**config.mk**
```make
export PLATFORM = sky130hd
export DESIGN_NAME = tx_coll_tally
export DESIGN_NICKNAME = d
export VERILOG_FILES = /design/src/rtl/tx_coll_tally_pkg.sv /design/src/rtl/txct_limit.sv /design/src/rtl/txct_next.sv /design/src/rtl/tx_coll_tally.sv
export SDC_FILE = /design/constraint.sdc
export NUM_CORES = 1
export LEC_CHECK = 0
export BUFFER_PORTS_ARGS = -buffer_cell sky130_fd_sc_hd__clkbuf_2
export CAP_MARGIN = 30
export CORE_AREA = 2 2 39 41
export DETAILED_ROUTE_END_ITERATION = 7
export DIE_AREA = 0 0 41 43
export GPL_TIMING_DRIVEN = 0
export PLACE_DENSITY_LB_ADDON = 0.3
export SYNTH_ARGS = -nofsm -noshare
export SYNTH_HDL_FRONTEND = slang
export SYNTH_SLANG_ARGS = --single-unit
```
**constraint.sdc**
```tcl
create_clock -name clk -period 1.29 [get_ports clk]
set_input_delay 0.129 -clock clk [delete_from_list [all_inputs] [get_ports clk]]
set_output_delay 0.129 -clock clk [all_outputs]
set_load 0.1 [all_outputs]
```
**src/rtl/tx_coll_tally_pkg.sv**
```systemverilog
package tx_coll_tally_pkg;

    typedef struct packed {
        logic active;
        logic collided;
        logic aborted;
        logic abandon;
    } txct_flags_t;

    localparam txct_flags_t TXCT_FLAGS_RESET = '{active: 1'b0, collided: 1'b0,
                                                 aborted: 1'b0, abandon: 1'b0};

endpackage

```
**src/rtl/txct_limit.sv**
```systemverilog
module txct_limit #(
    parameter int CNT_W         = 4,
    parameter int ATTEMPT_LIMIT = 16
) (
    input  logic [CNT_W-1:0] count_q,
    output logic             last_try
);
    localparam logic [CNT_W-1:0] LAST_IDX = CNT_W'(ATTEMPT_LIMIT - 1);

    always_comb begin
        last_try = (count_q == LAST_IDX);
    end
endmodule

```
**src/rtl/txct_next.sv**
```systemverilog
module txct_next
    import tx_coll_tally_pkg::*;
#(
    parameter int CNT_W = 4
) (
    input  logic             tx_start,
    input  logic             coll_pulse,
    input  logic             tx_done,
    input  logic             last_try,
    input  logic [CNT_W-1:0] count_q,
    input  txct_flags_t      flags_q,
    output logic [CNT_W-1:0] count_d,
    output txct_flags_t      flags_d
);
    always_comb begin
        count_d         = count_q;
        flags_d         = flags_q;
        flags_d.abandon = 1'b0;
        if (tx_start) begin
            count_d          = '0;
            flags_d.collided = 1'b0;
            flags_d.aborted  = 1'b0;
            flags_d.active   = 1'b1;
        end else if (flags_q.active) begin
            if (coll_pulse) begin
                flags_d.collided = 1'b1;
                if (last_try) begin
                    count_d         = '0;
                    flags_d.aborted = 1'b1;
                    flags_d.active  = 1'b0;
                    flags_d.abandon = 1'b1;
                end else begin
                    count_d = count_q + CNT_W'(1);
                    if (tx_done) begin
                        flags_d.active = 1'b0;
                    end
                end
            end else if (tx_done) begin
                flags_d.active = 1'b0;
            end
        end
    end
endmodule

```
**src/rtl/tx_coll_tally.sv**
```systemverilog
module tx_coll_tally
    import tx_coll_tally_pkg::*;
#(
    parameter int CNT_W         = 4,
    parameter int ATTEMPT_LIMIT = 16
) (
    input  logic             clk,
    input  logic             rst_n,
    input  logic             tx_start,
    input  logic             coll_pulse,
    input  logic             tx_done,
    output logic [CNT_W-1:0] coll_count,
    output logic             collided,
    output logic             aborted,
    output logic             tx_active,
    output logic             tx_abandon
);
    logic [CNT_W-1:0] count_d, count_q;
    txct_flags_t      flags_d, flags_q;
    logic             last_try;

    txct_limit #(.CNT_W(CNT_W), .ATTEMPT_LIMIT(ATTEMPT_LIMIT)) u_limit (
        .count_q  (count_q),
        .last_try (last_try)
    );

    txct_next #(.CNT_W(CNT_W)) u_next (
        .tx_start   (tx_start),
        .coll_pulse (coll_pulse),
        .tx_done    (tx_done),
        .last_try   (last_try),
        .count_q    (count_q),
        .flags_q    (flags_q),
        .count_d    (count_d),
        .flags_d    (flags_d)
    );

    always_ff @(posedge clk or negedge rst_n) begin
        if (!rst_n) begin
            count_q <= '0;
            flags_q <= TXCT_FLAGS_RESET;
        end else begin
            count_q <= count_d;
            flags_q <= flags_d;
        end
    end

    assign coll_count = count_q;
    assign collided   = flags_q.collided;
    assign aborted    = flags_q.aborted;
    assign tx_active  = flags_q.active;
    assign tx_abandon = flags_q.abandon;


    start_clears_chk: assert property (@(posedge clk) disable iff (!rst_n)
        tx_start |=> (coll_count == '0) && !collided && !aborted && tx_active);


    coll_step_chk: assert property (@(posedge clk) disable iff (!rst_n)
        (tx_active && coll_pulse && !tx_start && !last_try)
        |=> (coll_count == $past(coll_count) + CNT_W'(1)) && collided);


    limit_abort_chk: assert property (@(posedge clk) disable iff (!rst_n)
        (tx_active && coll_pulse && !tx_start && last_try)
        |=> aborted && (coll_count == '0) && !tx_active);


    abandon_once_chk: assert property (@(posedge clk) disable iff (!rst_n)
        tx_abandon |=> !tx_abandon);


    idle_frozen_chk: assert property (@(posedge clk) disable iff (!rst_n)
        (!tx_active && !tx_start)
        |=> $stable(coll_count) && $stable(collided) && $stable(aborted) && !tx_active);


    done_closes_chk: assert property (@(posedge clk) disable iff (!rst_n)
        (tx_active && tx_done && !tx_start) |=> !tx_active);
endmodule

```
## After elaboration in Yosys (flattened, before gate mapping)

Index checks and enable logic that the tools add are counted.

| storage, ports and cells | value |
|---|---|
| input bits | 5 |
| bits in registers | 8 |

| operators by class | value |
|---|---|
| reduce and logical (&&, ||, !) cells | 5 |
| muxes and demuxes | 12 |
| add/sub/neg operators | 1 |
| equal/unequal tests | 1 |

Operators with widths:

| cell | count |
|---|---|
| 4-bit two-way mux | 5 |
| 3-bit two-way mux | 2 |
| 2-bit nonzero test | 3 |
| 4-bit by 1-bit adder with 4-bit output, second input constant | 1 |
| 4-bit == test, second input constant | 1 |
| 1-bit two-way mux | 4 |
| 3-bit AND reduction | 1 |
| 2-bit two-way mux | 1 |
| 2-bit AND reduction | 1 |

## Depth between registers and ports, before layout

| logic depth | value |
|---|---|
| word-level depth | 5 |
| gate-level depth with buffers | 4 |
| mapped depth without buffers | 4 |

## Cells and area by module

Synthesis repeated with hierarchy kept, for this count alone.

| second synthesis, totals | value |
|---|---|
| cells, all modules | 36 |
| area total of the unflattened synthesis | 367.9 µm² |

Modules (own cells, without submodules):

| module | area an instance (µm²) | times used | cells each |
|---|---|---|---|
| tx_coll_tally | 200.2 | 1 | 8 |
| txct_next | 158.9 | 1 | 27 |
| txct_limit | 8.8 | 1 | 1 |

## Least setup slack after synthesis

No wires, ideal clock.

| timing | value |
|---|---|
| kind | register to register |
| start point | register count_q[0] (netlist: coll_count[0]) |
| end point | register count_q[0] (netlist: coll_count[0]) |
| cell stages (with the launch flop) | 5 |
| path slack | -0.580 ns |
| library setup time | 0.078 ns |
| data arrival time | 1.793 ns |
| buffers on the path | 0 |
| clock period less this slack | 1.870 ns |
| path through | dfrtp_1 -> ha_1 -> and3_1 -> or3_1 -> a21oi_1 |

| between the ends | value |
|---|---|
| cells in the longest elaborated chain, start to end | 5 |
| elaborated cells between the ends (all ways) | 6 |
| those cells by class | 1 x add/sub; 1 x eq/ne; 4 x mux |

RTL lines:

| element | RTL line | RTL |
|---|---|---|
| start, declared | tx_coll_tally.sv:18 | `logic [CNT_W-1:0] count_d, count_q;` |
| start signal, assigned | tx_coll_tally.sv:43 | `count_q <= count_d;` |
| 4-bit by 1-bit adder with 4-bit output / 4-bit == test (equally long branches) | txct_next.sv:33, txct_limit.sv:11 |  |
| 4-bit two-way mux * | txct_next.sv:27 | `if (last_try) begin` |
| 4-bit two-way mux * | txct_next.sv:25 | `if (coll_pulse) begin` |
| 4-bit two-way mux * | txct_next.sv:24 | `end else if (flags_q.active) begin` |
| 4-bit two-way mux * | txct_next.sv:19 | `if (tx_start) begin` |

Every way passes the cells marked *; elsewhere a longest branch is shown, timed or not. The select of a mux whose other input is x is not followed.
A chain may end at the register's enable or synchronous reset.

## Worst setup path in the final report

Same ends and word-level chain as after synthesis.

==> results.tsv <==
metric	value	unit
clkPwrFrac	34.4	%
clock_skew	0.0101	ns
final_max_slew_viol_count	0	
drt-total-wl	846	um
finalSetupViolCount	1	
drive_gt1_share	49.1	%
htreeDepth	1	
dpl_cell_area	460	um2
cts.sink_count	8	
slew_headroom	64.3	%
cp-start-kind	flip-flop	
peakVddDrop	0.517	mV
yosysSeqAreaShare	57.8	%
insertedDiodeCount	0	
dr.pass1.iters	4	
p_seq_share	45.1	%
synth_area_leaders	dfrtp_1 58%, nand3_1 7.2%, a21oi_1 4.3%	
whs	0.152	ns
violations	negative setup slack	
hp-class	input pin to flip-flop	
p_leak	0.000231	uW
place_ws	-0.0887	ns
num_rows	14	
area_growth	52.3	%
grt_max_degree	9	
reg2reg_depth	4	
synth_top_area_share	57.8	%
syn_avg_cell_area	9.90	um2
fmax	0.733	GHz
gp_congestion	0.694	
grt_pass1_vias	331	
cts_tree	built	
crit_arrival	1.55	ns
antenna_found_initial	0	
max-cap-violations	0	
r2r-start	coll_count[0]	
dieHeight	43	um
worstSetupPathType	flip-flop to flip-flop	
core	0.00138	mm2
cts_made_buffers	3	
ant_nets	0	
die-width	41	um
hold_depth	3	
ioPinCount	13	
design_area	528	um2
syn_inst	35	
drtIter0Drc	6	
worstMarginPinSlew	0.538	ns
syn-num-nets	41	
rsz0062_at_grt	yes	
r2r_end	coll_count[0]	
power.density	1160	mW/mm2
fin_crit_sh	106	%
r2r_setup_slack	-0.07	ns
start_util	25.0	%
swShare	32.3	%
io_buffers	11	
root_buffer	clkbuf_4	
status	finished with violations	
path_clk_slew	0.06	ns
grt_pass1_wl	1420	um
vias	327	
clk_latency	0.26	ns
critPathRequiredTime	1.48	ns
intPower	413	uW
cts_max_path_buffers	2	
fin_ws	-0.0748	ns
grt_util_all_layers	12.7	%
synth_area	347	um2
hold_viol	0	
die_area	0.00176	mm2
p_sw	197	uW
min_from	tx_done	
finalCriticalPeriod	1.36	ns
crit_fanout	3	
grt-ovfl-total	0	
yosysTopAreaCell	dfrtp_1	
yosysUniqueCellTypes	15	
drc	0	
endpoint_kind	flip-flop	
yosys_warnings	0	
wl_per_cell	12.3	um
hold_path_end	tx_active	
viasPerCell	4.74	
ys_ff_latch	8	
post-dp-hpwl	572	um
final_nets	60	
power_frac_comb	20.5	%
## per-stage QoR
stage	util [%]	power, uW	TNS [ns]	std cells
2_1_floorplan	-	365	-0.307	35
3_3_place_gp	33.3	392	-0.0699	62
3_5_place_dp	33.3	393	-0.0887	62
4_1_cts	37.8	618	-0.0831	69
5_1_grt	38.2	649	-0.119	69
6_report	38.2	611	-0.0748	69
## cells by family after synthesis
group | after synthesis | share of synthesized area, %
buffers and inverters | 2 | 2.16
AO/OA/AOI/OAI | 6 | 10.5
flip-flops | 8 | 57.8
XOR/XNOR | 1 | 2.53
AND/OR/NAND/NOR | 17 | 23.5
adder cells (fa/ha/maj) | 1 | 3.61
## cells in the mapped netlist, drive strengths merged
library cell and count:
dfrtp 8, nand2 5, nand3 5, a21oi 3
nor2 3, a31oi 2, or3 2, a31o 1
and3 1, clkbuf 1, ha 1, inv 1
nor3 1, xor2 1
## layout make-up
type | instances | area, um2
Buffer | 1 | 3.75
Clock buffer | 4 | 26.3
Fill cell | 152 | 856
Inverter | 1 | 3.75
Multi-Input combinational cell | 25 | 170
Sequential cell | 8 | 216
Tap cell | 16 | 20.0
Timing Repair Buffer | 14 | 87.6
## power by group through the flow
stage | Sequential (uW) | Clock (uW) | Combinational, uW
2_1_floorplan | 344 | 0 | 21.1
3_3_place_gp | 281 | 0 | 110
3_5_place_dp | 281 | 0 | 112
4_1_cts | 276 | 219 | 124
5_1_grt | 277 | 240 | 133
6_report | 276 | 210 | 125
## per-layer routing
metal  vias up  wire length (um)  GRT usage (%)
li1        157                 -              -
met3         0                74           9.42
met2        15               426           18.1
met5         -                 0              0
met1       155               346           15.5
met4         0                 0           2.00
## timing repair
item | in CTS | in global routing
hold buffers | 1 | 0
setup endpoints to repair | 4 | 3
gates resized for setup | 4 | 3
hold endpoints to repair | 8 | 0
pin swaps | 2 | 0
buffers inserted | 2 | 0
## critical path, stage by stage (launching register included)
cell	delay, ns
dfrtp_4	0.50
ha_4	0.17
and3_4	0.18
or3_4	0.32
a21oi_2	0.12
## flip-flops by register name, summed over array words and instances (netlist names)
register,flops
aborted,1
collided,1
tx_abandon,1
tx_active,1
coll_count,4
## worst max-delay path by stage
stage,startpoint,to,slack (ns)
floorplan,coll_count[1],coll_count[0],-0.21
global placement,coll_count[1],coll_count[0],-0.07
detailed placement,coll_count[0],coll_count[0],-0.09
CTS,coll_count[0],coll_count[0],-0.08
global route,coll_count[0],coll_count[0],-0.12
finish,coll_count[0],coll_count[0],-0.07
## layout by cell type, fill, tap and decap left out
| cell type | netlist | routed |
|---|---|---|
| a31o_1 | 1 | 1 |
| dlygate4sd3_1 | 0 | 1 |
| nand3_1 | 5 | 5 |
| dfrtp_2 | 0 | 1 |
| buf_2 | 0 | 2 |
| buf_4 | 0 | 2 |
| clkbuf_1 | 1 | 2 |
| nor2_1 | 3 | 3 |
| a21oi_1 | 3 | 2 |
| or3_1 | 2 | 1 |
| nand2_1 | 4 | 4 |
| nand2_4 | 0 | 1 |
| clkbuf_2 | 0 | 6 |
| a21oi_2 | 0 | 1 |
| or3_4 | 0 | 1 |
| ha_4 | 0 | 1 |
| dfrtp_1 | 8 | 3 |
| nor3_1 | 1 | 1 |
| and3_4 | 0 | 1 |
| a31oi_1 | 2 | 2 |
| inv_1 | 1 | 1 |
| xor2_1 | 1 | 1 |
| dfrtp_4 | 0 | 4 |
| clkbuf_4 | 0 | 6 |
Note: power is estimated with default switching activity, not from simulation.
